### config.mk
export PLATFORM = sky130hd
export DESIGN_NAME = mf_test_pattern_gen
export DESIGN_NICKNAME = d
export VERILOG_FILES = /design/src/rtl/tpg_pkg.sv /design/src/rtl/tpg_frame_ctrl.sv /design/src/rtl/tpg_lane.sv /design/src/rtl/mf_test_pattern_gen.sv
export SDC_FILE = /design/constraint.sdc
export NUM_CORES = 1
export LEC_CHECK = 0
export ABC_AREA = 1
export CAP_MARGIN = 20
export CELL_PAD_IN_SITES_DETAIL_PLACEMENT = 2
export CELL_PAD_IN_SITES_GLOBAL_PLACEMENT = 2
export CORE_ASPECT_RATIO = 0.5
export CORE_MARGIN = 2
export CORE_UTILIZATION = 34
export CTS_CLUSTER_SIZE = 16
export DETAILED_ROUTE_END_ITERATION = 10
export DONT_BUFFER_PORTS = 1
export PLACE_DENSITY_LB_ADDON = 0.12
export SETUP_SLACK_MARGIN = 0.3
export SLEW_MARGIN = 20
export SYNTH_ARGS = -nofsm -noshare
export SYNTH_HDL_FRONTEND = slang
export SYNTH_HIERARCHICAL = 1
export SYNTH_SLANG_ARGS = --single-unit
### constraint.sdc
create_clock -name clk -period 2.1 [get_ports clk]
set_input_delay 0.105 -clock clk [delete_from_list [all_inputs] [get_ports clk]]
set_output_delay 0.105 -clock clk [all_outputs]
set_load 0.1 [all_outputs]
### src/rtl/tpg_pkg.sv
package tpg_pkg;

    typedef enum logic [1:0] {
        SLOT_TAG,
        SLOT_MARK1,
        SLOT_MARK2,
        SLOT_FILL
    } slot_e;

    // Position of a word within the period decides its content.
    function automatic slot_e slot_of(int unsigned idx);
        if (idx < 2)       return SLOT_TAG;
        else if (idx == 2) return SLOT_MARK1;
        else if (idx == 3) return SLOT_MARK2;
        else               return SLOT_FILL;
    endfunction

endpackage

### src/rtl/tpg_frame_ctrl.sv
module tpg_frame_ctrl #(
    parameter int MF_LEN = 32,
    localparam int CNT_W = $clog2(MF_LEN)
) (
    input  logic             clk,
    input  logic             rst_n,
    input  logic             sync_i,
    input  logic             en_i,
    input  logic             fmt_i,
    output logic             active_o,
    output logic [CNT_W-1:0] idx_o,
    output logic             en_eff_o,
    output logic             fmt_eff_o,
    output logic             synced_o
);

    typedef struct packed {
        logic [CNT_W-1:0] cnt;
        logic             synced;
        logic             en;
        logic             fmt;
    } state_t;

    state_t st_d, st_q;
    logic   active_d, boundary_d, en_eff_d, fmt_eff_d;
    logic [CNT_W-1:0] idx_d;

    always_comb begin
        active_d   = sync_i | st_q.synced;
        idx_d      = sync_i ? '0 : st_q.cnt;
        boundary_d = active_d && (idx_d == '0);
        en_eff_d   = boundary_d ? en_i  : st_q.en;
        fmt_eff_d  = boundary_d ? fmt_i : st_q.fmt;

        st_d        = st_q;
        st_d.synced = active_d;
        st_d.en     = en_eff_d;
        st_d.fmt    = fmt_eff_d;
        if (!active_d)
            st_d.cnt = '0;
        else if (idx_d == CNT_W'(MF_LEN - 1))
            st_d.cnt = '0;
        else
            st_d.cnt = idx_d + CNT_W'(1);
    end

    always_ff @(posedge clk or negedge rst_n) begin
        if (!rst_n) st_q <= '0;
        else        st_q <= st_d;
    end

    assign active_o  = active_d;
    assign idx_o     = idx_d;
    assign en_eff_o  = en_eff_d;
    assign fmt_eff_o = fmt_eff_d;
    assign synced_o  = st_q.synced;

    // no valid before a boundary pulse
    p_no_early_valid_r1: assert property (@(posedge clk) disable iff (!rst_n)
        (!st_q.synced && !sync_i) |=> !st_q.synced);

    // once valid, always valid
    p_valid_sticky_r2: assert property (@(posedge clk) disable iff (!rst_n)
        st_q.synced |=> st_q.synced);

    // a pulse restarts the count so the next word is index 1
    p_sync_restart_r8: assert property (@(posedge clk) disable iff (!rst_n)
        sync_i |=> (st_q.cnt == CNT_W'(1)));

    // mode and format hold away from the period start
    p_mode_hold_r9: assert property (@(posedge clk) disable iff (!rst_n)
        (st_q.synced && !sync_i && st_q.cnt != '0)
        |=> ($stable(st_q.en) && $stable(st_q.fmt)));

endmodule

### src/rtl/tpg_lane.sv
module tpg_lane
    import tpg_pkg::*;
#(
    parameter int DATA_W = 16,
    parameter int CNT_W  = 5,
    parameter int CH_ID  = 1
) (
    input  logic              clk,
    input  logic              rst_n,
    input  logic              active_i,
    input  logic [CNT_W-1:0]  idx_i,
    input  logic              en_i,
    input  logic              fmt_i,
    input  logic [DATA_W-1:0] live_i,
    output logic [DATA_W-1:0] out_o
);

    localparam logic [DATA_W-1:0] MSB_MASK = {1'b1, {(DATA_W-1){1'b0}}};

    logic [DATA_W-1:0] pat_d, src_d, out_d, out_q;

    always_comb begin
        unique case (slot_of(int'(idx_i)))
            SLOT_TAG:   pat_d = DATA_W'(CH_ID);
            SLOT_MARK1: pat_d = DATA_W'(1);
            SLOT_MARK2: pat_d = DATA_W'(2);
            default:    pat_d = '0;
        endcase
        src_d = en_i ? pat_d : live_i;
        if (!active_i)  out_d = '0;
        else if (fmt_i) out_d = src_d ^ MSB_MASK;
        else            out_d = src_d;
    end

    always_ff @(posedge clk or negedge rst_n) begin
        if (!rst_n) out_q <= '0;
        else        out_q <= out_d;
    end

    assign out_o = out_q;

    // outputs stay clear while the block is not yet aligned
    p_idle_zero_r1: assert property (@(posedge clk) disable iff (!rst_n)
        !active_i |=> (out_q == '0));

    // the period header carries this channel's tag
    p_header_id_r4: assert property (@(posedge clk) disable iff (!rst_n)
        (active_i && en_i && !fmt_i && idx_i == '0) |=> (out_q == DATA_W'(CH_ID)));

endmodule

### src/rtl/mf_test_pattern_gen.sv
module mf_test_pattern_gen #(
    parameter int DATA_W = 16,
    parameter int MF_LEN = 32
) (
    input  logic              clk,
    input  logic              rst_n,
    input  logic              mf_sync_i,
    input  logic              tp_en_i,
    input  logic              fmt_obin_i,
    input  logic [DATA_W-1:0] live_a_i,
    input  logic [DATA_W-1:0] live_b_i,
    output logic [DATA_W-1:0] smp_a_o,
    output logic [DATA_W-1:0] smp_b_o,
    output logic              smp_vld_o
);

    localparam int CNT_W  = $clog2(MF_LEN);
    localparam int NUM_CH = 2;

    logic             active, en_eff, fmt_eff;
    logic [CNT_W-1:0] idx;
    logic [DATA_W-1:0] live_arr [NUM_CH];
    logic [DATA_W-1:0] out_arr  [NUM_CH];

    tpg_frame_ctrl #(.MF_LEN(MF_LEN)) u_ctrl (
        .clk       (clk),
        .rst_n     (rst_n),
        .sync_i    (mf_sync_i),
        .en_i      (tp_en_i),
        .fmt_i     (fmt_obin_i),
        .active_o  (active),
        .idx_o     (idx),
        .en_eff_o  (en_eff),
        .fmt_eff_o (fmt_eff),
        .synced_o  (smp_vld_o)
    );

    assign live_arr[0] = live_a_i;
    assign live_arr[1] = live_b_i;

    for (genvar c = 0; c < NUM_CH; c++) begin : g_lane
        tpg_lane #(
            .DATA_W (DATA_W),
            .CNT_W  (CNT_W),
            .CH_ID  (c + 1)
        ) u_lane (
            .clk      (clk),
            .rst_n    (rst_n),
            .active_i (active),
            .idx_i    (idx),
            .en_i     (en_eff),
            .fmt_i    (fmt_eff),
            .live_i   (live_arr[c]),
            .out_o    (out_arr[c])
        );
    end

    assign smp_a_o = out_arr[0];
    assign smp_b_o = out_arr[1];

    // fill words carry nothing below the sign bit on either channel
    p_fill_zero_r6: assert property (@(posedge clk) disable iff (!rst_n)
        (active && en_eff && idx >= CNT_W'(4))
        |=> (smp_a_o[DATA_W-2:0] == '0 && smp_b_o[DATA_W-2:0] == '0));

endmodule

* Word level (Yosys, flattened, before mapping)
Cells that the tools add are included.
** Word-level totals
- Logic and storage cells :: 37
- Input port bits :: 37
- Output and inout bits :: 33
- Bits in registers :: 40
** Cells by class
- Add/subtract/negate cells :: 1
- Bitwise gates (word level) :: 3
- Order comparisons :: 1
- Mux-type cells :: 16
- Reduce and logical (&&, ||, !) cells :: 5
- Equality and inequality tests :: 5
** Operators with widths (number)
- 16-bit two-way mux :: 6
- 5-bit two-way mux :: 3
- 5-bit by 2-bit == test with 1-bit output (second input constant) :: 2
- 2-bit one-hot mux with 2 select lines :: 2
- 5-bit by 1-bit adder with 5-bit output (second input constant) :: 1
- 5-bit == test (second input constant) :: 1
- 5-bit logical NOT :: 1
- 5-bit by 2-bit less-than comparator with 1-bit output (second input constant) :: 1
- 2-bit two-way mux :: 2
- 2-bit OR reduction :: 2
- 1-bit two-way mux :: 3
- 2-bit by 1-bit == test with 1-bit output (second input constant) :: 1
- 2-bit == test (second input constant) :: 1
- 2-bit logical NOT :: 1
- 1-bit inverter :: 2
- 1-bit logical AND :: 1
- 1-bit bitwise OR :: 1

* Depth between registers and ports, before layout
- Depth after elaboration :: 12
- Gate-level depth with buffers :: 10
- Mapped depth without buffers :: 10

* Hierarchy
The synthesis kept the hierarchy.
** Modules (own cells, without submodules)
- tpg_lane at g_lane[0].u_lane :: area each 605.6 µm², cells an instance 66, times used 1, sequential area each 400.4 µm²
- tpg_lane at g_lane[1].u_lane :: area each 598.1 µm², cells an instance 65, times used 1, sequential area each 400.4 µm²
- tpg_frame_ctrl :: area each 406.6 µm², cells an instance 51, times used 1, sequential area each 200.2 µm²

* Worst setup path before layout
Ideal clock, no wire load.
- Path type :: reg-to-reg
- Start point :: reg u_ctrl.st_q (netlist bit u_ctrl/synced_o)
- End point :: reg g_lane[1].u_lane.out_q[10]
- Arrival time :: 1878 ps
- Clock period less this slack :: 1950 ps
- Setup time :: 71 ps
- Path buffers :: 1
- Slack :: 150 ps
- Stages on the path, launching flop included :: 10
- Required time :: 2029 ps
- Cell sequence :: dfrtp_1 inv_1 o21ai_2 nand3_1 nand2_1 nand2_1 inv_2 nand2_2 buf_6 nor2_1
** On the way
- Longest elaborated chain between the ends :: 6
** Ends and longest elaborated chain
- start: declaration :: line tpg_frame_ctrl.sv:24 : state_t st_d, st_q;
- start signal: assignment :: line tpg_frame_ctrl.sv:49 : else st_q <= st_d;
- 1-bit bitwise OR :: line tpg_frame_ctrl.sv:29 : active_d = sync_i | st_q.synced;
- 1-bit logical AND :: line tpg_frame_ctrl.sv:31 : boundary_d = active_d && (idx_d == '0);
- 1-bit two-way mux :: line tpg_frame_ctrl.sv:32 : en_eff_d = boundary_d ? en_i : st_q.en;
- via en_eff :: line mf_test_pattern_gen.sv:20 : logic active, en_eff, fmt_eff;
- 16-bit two-way mux :: line tpg_lane.sv:29 : src_d = en_i ? pat_d : live_i;
- 16-bit two-way mux :: line tpg_lane.sv:31 : else if (fmt_i) out_d = src_d ^ MSB_MASK;
- 16-bit two-way mux :: line tpg_lane.sv:30 : if (!active_i) out_d = '0;
- via g_lane[1].u_lane.out_d[10] :: line tpg_lane.sv:20 : logic [DATA_W-1:0] pat_d, src_d, out_d, out_q;
- end signal: assignment :: line tpg_lane.sv:37 : else out_q <= out_d;
- end: declaration :: line tpg_lane.sv:20
The timed path passes the listed nets, and every way through them passes these cells.

* Final worst setup path
- Start point :: reg u_ctrl/st_q[3] (netlist bit)
- End point :: reg g_lane[1].u_lane.out_q[0]
** On the way
- Elaborated cells between the ends (all ways) :: 18
- Classes of those cells :: 1 x order compare; 4 x eq/ne; 9 x mux; 4 x reduce/logical
** RTL lines
- 5-bit two-way mux :: line tpg_frame_ctrl.sv:30 : idx_d = sync_i ? '0 : st_q.cnt;
- 5-bit logical NOT :: line tpg_frame_ctrl.sv:31
- 1-bit logical AND :: line tpg_frame_ctrl.sv:31
- 1-bit two-way mux :: line tpg_frame_ctrl.sv:32
- via en_eff :: line mf_test_pattern_gen.sv:20
- 16-bit two-way mux :: line tpg_lane.sv:29
- 16-bit two-way mux :: line tpg_lane.sv:31
- 16-bit two-way mux :: line tpg_lane.sv:30
- via g_lane[1].u_lane.out_d[0] :: line tpg_lane.sv:20
The timed path passes the listed nets, and every way through them passes these cells.

==> summary.md <==
| Metric | Value |
|---|---|
| Actual slew at the worst max-slew pin | 911 ps |
| Post-synth cell types | 17 |
| Slew Limit Fails | 0 |
| Num Clock Sinks | 40 |
| GRT Resource Usage Total | 0.207 |
| Setup violations, final | 0 |
| Routed len/inst | 17.5 um |
| Rows | 17 |
| Drt drc | 0 |
| CP Capture Type | flip-flop |
| Sequential fraction of the synthesis area | 0.622 |
| Syn Nets | 221 |
| Die X | 101 um |
| Synth top area share | 0.622 |
| Initial core utilization | 0.361 |
| Worst vdd ir | 0.000561 V |
| Hold Violations, Final | 0 |
| Worst setup SP type | flip-flop |
| Placer Congestion | 0.732 |
| Ys flop type | dfrtp_1 |
| TritonRoute pass-1 iters | 2 |
| CTS buffer count | 5 |
| Ant. Diodes | 0 |
| Vias in the first global route | 1472 |
| Crit path from | u_ctrl/st_q[3] |
| Worst Skew | 5.41 ps |
| # fillers | 472 |
| Port bufs | 0 |
| Mapped Cells | 182 |
| Largest net degree at the start of global routing | 41 |
| Relative slew slack | 0.393 |
| Met3 GRT Util | 0.0773 |
| Die Y | 52.7 um |
| Mapped Area | 1610 um2 |
| Hold path startpoint | live_a_i[15] |
| H-tree levels | 2 |
| Leakage | 1.14 nW |
| Crit path kind | reg2reg |
| Detailed placement HPWL | 2860 um |
| First-pass GRT wire length | 7850 um |
| Die area | 5340 um2 |
| Largest family of logic cells by synthesized area | simple AND/OR/NAND/NOR gates |
| Gr busiest metal | met2 |
| Global route overflow | 0 |
| Arr. time, crit path | 1840 ps |
| Compound-Gate Fraction of Synth Area | 0.0272 |
| Area Growth Syn to Fin | 34.7% |
| Total core area | 4470 um2 |
| Layout Nets | 265 |
| EDFF count, synth | 0 |
| Critical Path Fanout Max | 14 |
| Vias/cell | 4.55 |
| Crit path top cell by count | nand2_1 |
| Hold WS | 48.3 ps |
| HP Class | in2reg |
| Initial DRC count | 57 |
| Post-Synth Adder-Cell Area | 0.0155 |
| Clk Latency, worst-skew pair | 300 ps |
| RSZ-0062 raised after global routing | no |
| Root buffer cell | clkbuf_8 |
| Layout cell share with drive strength beyond 1 | 0.101 |
| Post-synthesis xor/xnor area fraction | 0 |
| Dominant cell type by area after synthesis | dfrtp_1 |
| Ys Warns | 6 |
| Post-Layout Cell Count | 284 |
| Final Power | 2.53 mW |
| Total Wirelength | 4980 um |
| Clock transition at the registers of the reported paths | 80 ps |
| Async SR Flop Fraction | 1.00 |
| Synth Register Bits | 40 |
| F_max | 0.625 GHz |
| Outcome | complete, no violations |
| Met2 Usage GRT | 0.375 |
| TritonCTS clock tree | built |
| Bufs on Longest Clock Path | 2 |
| RR Startpoint | u_ctrl/st_q[3] |
| Initial antenna violation count | 0 |
| Simple-Gate Fraction of Synth Area | 0.238 |
| Crit-path cells | o21ai_2 > nand3_1 > nand2_1 > nand2_2 > inv_2 > nand2_4 > inv_1 > nand2_1 > nand2_1 |
| Pwr Density | 1170 nW/um2 |
| Count leader, synth | nor2_1 |
| Grt met1 use | 0.227 |
| Top cells by count, synth | 44 x nor2_1, 40 x dfrtp_1, 40 x nand2_1, 30 x inv_1 |
| Placed cell count | 241 |
| Max-cap check violation count | 0 |
| Leading post-synthesis cells by cell area | dfrtp_1 62%, nor2_1 10%, nand2_1 9.3% |
| Req. time, crit path | 2340 ps |
| Vias | 1293 |
| Worst path max stage delay | 430 ps |
| Setup TNS | 0 ps |
| Mux contribution to synthesized area | 0 |
| Routed Antenna Nets | 0 |
| Synth Area per Inst | 8.85 um2 |
| Fin crit period | 1600 ps |
| Slowest-stage cell, CP | dfrtp_1 |
| Num ports | 70 |
| Final Cycle Share | 0.762 |
cells by family after synthesis:
group / after synthesis
flops: 40
fa+ha+maj: 2
compound gates: 8
buf+inv: 37
simple gates: 95
report_power, final:
group	switching, mW	leakage, nW	internal [mW]	total, mW
logic	0.243	0.592	0.119	0.362
clock network	0.276	0.0552	0.353	0.629
registers	0.674	0.497	0.860	1.53
total	1.19	1.14	1.33	2.53
routing by layer:
| layer | up-vias | routed length, um |
|---|---|---|
| met4 | 0 | 65 |
| met3 | 5 | 292 |
| li1 | 618 | - |
| met1 | 637 | 2040 |
| met5 | - | 0 |
| met2 | 33 | 2580 |
cells in the final DEF (no fill, tap or decap), drive strengths merged, types with 3 or more instances in the layout:
cell type	Yosys	routed
nor2	44	44
nand2	42	42
dfrtp	40	40
dlygate4sd3	0	34
inv	34	34
clkbuf	0	6
buf	3	6
a21oi	4	4
o21ai	4	4
nand3	3	3
nand4	3	3
stage by stage:
step / util / worst slack (ps) / cell area, um2
5_1_grt: 0.485 / 351 / 2170
6_report: 0.485 / 500 / 2170
3_5_place_dp: 0.378 / 417 / 1690
3_3_place_gp: 0.378 / 510 / 1690
2_1_floorplan: - / 436 / 1610
4_1_cts: 0.483 / 371 / 2160
worst paths after layout:
check | to | slack (ps) | cells after the start
setup / recovery | g_lane[1].u_lane/out_o[0] | 500 | 9
hold / removal | g_lane[0].u_lane/out_o[15] | 50 | 3
setup reg to reg | g_lane[1].u_lane/out_o[0] | 500 | 9
hold reg to reg | u_ctrl/st_q[3] | 580 | 1
max in group asynchronous | u_ctrl/synced_o | 1620 | 2
min in group asynchronous | g_lane[0].u_lane/out_o[6] | 260 | 2
registers in the layout (all words and copies together), names as in the netlist:
register / cells
u_ctrl/synced_o: 1
g_lane.u_lane/out_o: 32
u_ctrl/st_q: 7
worst max-delay path, delay by kind of cell (launching register included):
family	cells	cell delay, ps
flip-flops	1	430
AND/OR/NAND/NOR	6	640
buffers and inverters	2	240
AO/OA/AOI/OAI	1	230
final cells by class:
cell class	instances	area (um2)	area share
inverters	34	130	0.0600
repair buffers	40	398	0.183
well taps	57	71.3	0.0329
clock buffers	6	72.6	0.0335
flip-flops and latches	40	1000	0.462
multi-input cells	105	459	0.212
clock inverters	2	35.0	0.0162
repair_timing:
action,4_1_cts,5_1_grt
buffers inserted,0,0
setup endpoints to repair,0,13
hold buffers,35,0
resized for setup,0,3
hold endpoints to repair,73,0
(Power assumes the default switching activity.)
